===== config.mk =====
export PLATFORM = sky130hd
export DESIGN_NAME = eth_rx_fcs_check
export DESIGN_NICKNAME = d
export VERILOG_FILES = /design/src/rtl/eth_rx_fcs_check.sv
export SDC_FILE = /design/constraint.sdc
export NUM_CORES = 1
export LEC_CHECK = 0
export BUFFER_PORTS_ARGS = -buffer_cell sky130_fd_sc_hd__buf_2
export CAP_MARGIN = 25
export CORE_MARGIN = 8
export CORE_UTILIZATION = 30
export CTS_CLUSTER_DIAMETER = 30
export DETAILED_ROUTE_END_ITERATION = 7
export PLACE_DENSITY_LB_ADDON = 0.2
export RECOVER_POWER = 50
export SLEW_MARGIN = 5
export SYNTH_ARGS = -nofsm -noshare
export SYNTH_HDL_FRONTEND = slang
export SYNTH_SLANG_ARGS = --single-unit
export TNS_END_PERCENT = 5

===== constraint.sdc =====
create_clock -name clk -period 4 [get_ports clk]
set_clock_uncertainty 0.05 [all_clocks]
set_input_delay 0.8 -clock clk [delete_from_list [all_inputs] [get_ports clk]]
set_output_delay 0.8 -clock clk [all_outputs]
set_load 0.05 [all_outputs]

===== src/rtl/eth_rx_fcs_check.sv =====
module eth_rx_fcs_check #(
  parameter logic [31:0] POLY    = 32'h04C11DB7,
  parameter logic [31:0] RESIDUE = 32'hC704DD7B
) (
  input  logic        clk,
  input  logic        rst_n,
  input  logic        par_mode,
  input  logic        frame_act,
  input  logic        rx_err,
  input  logic        byte_vld,
  input  logic [7:0]  byte_in,
  output logic [31:0] crc_run,
  output logic        crc_ok,
  output logic        crc_err
);

  function automatic logic [31:0] rev32(input logic [31:0] v);
    logic [31:0] r;
    for (int i = 0; i < 32; i++) r[i] = v[31-i];
    return r;
  endfunction

  localparam logic [31:0] POLY_R = rev32(POLY);

  function automatic logic [31:0] step(input logic [31:0] c, input logic [7:0] d);
    logic [31:0] r;
    r = c;
    for (int i = 0; i < 8; i++) r = (r >> 1) ^ ((r[0] ^ d[i]) ? POLY_R : 32'h0);
    return r;
  endfunction

  logic [31:0] crc_q;
  logic        act_q, bad_q;

  wire start   = frame_act & ~act_q;
  wire fin     = act_q & ~frame_act;
  wire err_hit = par_mode & rx_err & frame_act;
  wire [31:0] base = start ? 32'hFFFFFFFF : crc_q;

  assign crc_run = rev32(crc_q);

  always_ff @(posedge clk) begin
    if (!rst_n) begin
      crc_q   <= 32'hFFFFFFFF;
      act_q   <= 1'b0;
      bad_q   <= 1'b0;
      crc_ok  <= 1'b0;
      crc_err <= 1'b0;
    end else begin
      act_q <= frame_act;
      if (frame_act) crc_q <= byte_vld ? step(base, byte_in) : base;
      if (start) bad_q <= err_hit;
      else if (err_hit) bad_q <= 1'b1;
      crc_ok  <= fin & (crc_run == RESIDUE) & ~bad_q;
      crc_err <= fin & ~((crc_run == RESIDUE) & ~bad_q);
    end
  end

  p_excl_r5: assert property (@(posedge clk) disable iff (!rst_n) !(crc_ok && crc_err));
  p_pulse_r5: assert property (@(posedge clk) disable iff (!rst_n)
    (crc_ok || crc_err) |=> !(crc_ok || crc_err));
  p_end_r5: assert property (@(posedge clk) disable iff (!rst_n)
    (act_q && !frame_act) |=> (crc_ok || crc_err));
  p_preset_r2: assert property (@(posedge clk) disable iff (!rst_n)
    (frame_act && !act_q && !byte_vld) |=> (crc_run == 32'hFFFFFFFF));
  p_idle_r4: assert property (@(posedge clk) disable iff (!rst_n)
    !frame_act |=> $stable(crc_run));
  p_hold_r10: assert property (@(posedge clk) disable iff (!rst_n)
    (frame_act && act_q && !byte_vld) |=> $stable(crc_run));

endmodule


Yosys cells after proc, flatten, opt, wreduce, memory -nomap -nowiden:

Index checks and enable logic that the tools add are counted.

* multiplexer cells: 12
* equal/unequal tests: 1
* bitwise gates (word level): 28
* reductions and logical operators: 1

Operators with widths (number)
* $mux W32: 10
* $xor A31 B32 Y32: 8
* $eq A32 B32 Y1 const B: 1
* $and A1 B1 Y1: 8
* $xor A1 B1 Y1: 8
* $not A1 Y1: 4
* $mux W1: 2
* $reduce_bool A2 Y1: 1

* output and inout port bits: 34
* word-level logic and storage cells: 47
* register bits: 36
* input port bits: 14

Longest topological paths before layout:

* depth after elaboration: 28
* gate-level depth with buffers: 9
* gate-level depth less buffers: 6

Worst setup path before layout:

Ideal clock, no wire load.

* kind: input-to-reg
* start: in byte_in[0]
* end: reg crc_q[20]
* buffers on the path: 2
* path slack: 1.363 ns
* setup time: 0.117 ns
* cell stages on the path: 8
* data required time: 3.833 ns
* data arrival time: 2.470 ns
* cells stage by stage: buf_4 -> xnor2_1 -> or3_4 -> and2_4 -> buf_6 -> xor2_4 -> xnor3_1 -> o22a_1

* cells in the longest elaborated chain, start to end: 13

Ends and longest elaborated chain
* from (decl): line 11 `input logic [7:0] byte_in,`
* $xor A1 B1 Y1 *: line 28 `for (int i = 0; i < 8; i++) r = (r >> 1) ^ ((r[0] ^ d[i]) ? POLY_R : 32'h0);`
* $mux W32 *: line 28
* $xor A31 B32 Y32 * (6 in series): line 28
* $xor A1 B1 Y1: line 28
* $mux W32: line 28
* $xor A31 B32 Y32 * (2 in series): line 28
* $mux W32 *: line 51 `if (frame_act) crc_q <= byte_vld ? step(base, byte_in) : base;`
* to (signal assigned): line 51
* to (decl): line 32 `logic [31:0] crc_q;`

Every way passes the cells marked *; elsewhere a longest branch is shown, timed or not.
A chain may end at the register's enable or synchronous reset.

Worst setup path in the final report:

* start: in frame_act
* end: reg crc_q[5]

* cells in the longest elaborated chain, start to end: 15
* elaborated cells between the ends (all ways): 19
* classes of those cells: mux: 6; bitwise: 13

Ends and longest elaborated chain
* from (decl): line 8 `input logic frame_act,`
* $and A1 B1 Y1: line 35 `wire start = frame_act & ~act_q;`
* $mux W32: line 38 `wire [31:0] base = start ? 32'hFFFFFFFF : crc_q;`
* $xor A31 B32 Y32: line 28
* $xor A1 B1 Y1: line 28
* $mux W32: line 28
* $xor A31 B32 Y32 (6 in series): line 28
* $xor A1 B1 Y1: line 28
* $mux W32: line 28
* $xor A31 B32 Y32: line 28
* $mux W32: line 51

Several ways; a longest one is shown, not always the timed one.

==> flow_summary.toml <==
[sta]
post-route-period-util_pct = 75.0
finalHoldViolCount = 0
setup_viol = 0
slew_headroom_pct = -0.464
maxSlewViolCount = 1
fmax_mhz = 333
rsz0062_at_grt = "false"
finalCriticalPeriod_ns = 3.00
finalSetupTns_ns = 0
whs_ns = 0.473
setup_ws_ns = 1.00
worstMarginPinSlew_ns = 1.49

[job]
cap_violations = 1

[clocking]
htreeDepth = 2
cts-root-buf = "clkbuf_8"
max-clock-path-buffers = 2
clk_pin_slew_worst_paths_ns = 0.09
clock_sinks = 36
postCtsHoldBufs = 0
cts-buffers-inserted = 5
clk-insertion-delay-late_ns = 0.30
cts_tree = "yes"
post_cts_resized = 0
post-cts-setup-buffer-count = 0

[die]
start_util_pct = 30.6
die_y_um = 110
io_pins = 48
fp.dieW_um = 110
dieArea_um2 = 12000
core_um2 = 8590
rows = 34

[layout]
nets = 334
layout_commonest_cell = "xnor2_1"
area_delta_synth_final_pct = 14.6
mostFrequentLayoutCells = "xnor2_1, dfxtp_1, nand2_1, clkbuf_1, nor2_1"
drive_above_1_share_pct = 11.2
diodes = 0
post-route-util_pct = 35.1

[drt]
viasPerCell = 4.90
routed-via-count = 2103
ant_nets = 0
routed_wl_um = 7910
route.detailed.drc = 0
post_drt_wl_per_cell_um = 18.4
dr.pass1.iters = 4
drtIter0Drc = 85

[placement]
numPortBuffers = 47
dp_hpwl_um = 5980
place.gp.congestion = 0.823
dpl_worst_slack_ns = 1.07

[critical_path]
crit_top_cell = "clkbuf_1"
critPathArrivalTime_ns = 3.17
max_stage_delay_ns = 1.20
worstSetupStartpointType = "input port"
required_ns = 4.17
path_cells = "clkbuf_1 -> a21boi_0 -> clkbuf_1 -> o22ai_1 -> nand2_1"
rr_worst_depth = 4
rrSetupSlack_ns = 1.41
cp_max_fo = 14
path_class = "in2reg"
cp-end-kind = "flop"
slowest_stage = "a21boi_0"
rr_startpoint = "act_q"
r2r_end = "crc_q[5]"

[grt]
grt.total_usage_pct = 13.6
grt_overflow_total = 0
grt_max_degree = 30
grt_pass1_wl_um = 12400
grt_pass1_vias = 2098
antenna_found_initial = 0

[logic_synthesis]
synth_ff_type = "dfxtp_1"
ys_warn_count = 0
synth_fp_nets = 302
synth_edf_count = 0
synth_area_leaders = "dfxtp_1, xnor2_1, xnor3_1"
syn_area_um2 = 2630
yosys.cell_types.count = 45
ys_async_sr_fraction_pct = 0
syn_inst = 288
syn_avg_cell_area_um2 = 9.14
ys_seq_area_share_pct = 27.4
synth-seq-cells = 36
synth_area_leader_cell = "dfxtp_1"
synth_top_area_share_pct = 27.4

[power_and_ir_drop]
combPwrFrac_pct = 42.7
p_sw_share_pct = 36.7
ir_drop_v = 0.000160
power_switching_w = 0.000591
power.leakage_nw = 1.14
p_clk_share_pct = 28.7
power_frac_seq_pct = 28.6
power_density_nw_per_um2 = 534
internal_power_w = 0.00102

[run_status]
violations = "max-capacitance violations, max-slew violations"
status = "finished, violations left"

[hold_path]
hold_start = "bad_q"
hold_depth = 2
min_path_type = "reg2reg"
hold_path_end = "bad_q"
worst max-delay path: cells and delay by family:
kind / cells / cell delay [ns]
AOI/OAI and AO/OA: 2 / 1.36
and+or+nand+nor: 1 / 0.10
buffers and inverters: 2 / 0.89
registers in the layout, summed over array words and instances, names as in the netlist:
| name | flops |
|---|---|
| crc_q | 32 |
| bad_q | 1 |
| act_q | 1 |
| crc_ok | 1 |
| crc_err | 1 |
area by class of cell:
| type | count | area, µm² |
|---|---|---|
| timing repair buffer | 49 | 211 |
| tap | 108 | 135 |
| clock buffer | 5 | 68.8 |
| fill | 950 | 5580 |
| multi-input combinational | 226 | 1780 |
| inverter | 2 | 7.51 |
| clock inverter | 3 | 90.1 |
| sequential | 36 | 721 |
how the worst max path moves through the flow:
stage / startpoint / end / slack (ns) / cells after the start
2_1_floorplan: byte_in[0] / crc_q[20] / 1.36 / 8
3_3_place_gp: frame_act / crc_q[20] / 1.15 / 8
3_5_place_dp: frame_act / crc_q[23] / 1.07 / 8
4_1_cts: frame_act / crc_q[23] / 1.37 / 8
5_1_grt: frame_act / crc_q[31] / 0.81 / 5
6_report: frame_act / crc_q[5] / 1.00 / 5
routing by layer:
layer	vias to the layer above	part of all wire, %	global-route usage, %	routed length [µm]
met4	0	2.0	6.27	161
li1	1042	-	-	-
met3	11	4.3	2.17	337
met5	-	0	0	0
met1	1001	45	17.4	3580
met2	49	48	22.1	3830
cells in the mapped netlist, types with 4 or more instances:
library cell	instances
xnor3_1	13
xor2_1	16
clkbuf_1	11
nor2_1	26
nand4b_1	4
o22a_1	8
nor3_1	4
o22ai_1	19
o21ai_0	6
nand2_1	33
xnor2_1	58
dfxtp_1	36
buf_2	6
cell families (layout without fill, tap and decap cells):
group	Yosys count	in the layout	share of synthesized area [%]
AND/OR/NAND/NOR	91	91	17.6
AO/OA/AOI/OAI	45	45	11.7
XOR/XNOR	90	90	38.3
buffers and inverters	26	59	4.90
flip-flops	36	36	27.4
power groups by stage:
| stage | Sequential (W) | Combinational (W) | Clock [W] |
|---|---|---|---|
| 2_1_floorplan | 0.000557 | 0.000473 | 0 |
| 3_3_place_gp | 0.000472 | 0.000700 | 0 |
| 3_5_place_dp | 0.000470 | 0.000696 | 0 |
| 4_1_cts | 0.000462 | 0.000700 | 0.000469 |
| 5_1_grt | 0.000469 | 0.000735 | 0.000483 |
| 6_report | 0.000461 | 0.000688 | 0.000463 |
through the flow:
| stage | power [W] | std cells | instance area [µm²] |
|---|---|---|---|
| after floorplan | 0.00103 | 288 | 2630 |
| after global placement | 0.00117 | 421 | 2900 |
| after detailed placement | 0.00117 | 421 | 2900 |
| after CTS | 0.00163 | 429 | 3060 |
| after global routing | 0.00169 | 429 | 3020 |
| final | 0.00161 | 429 | 3020 |
Power figures use the tool's default switching activity.
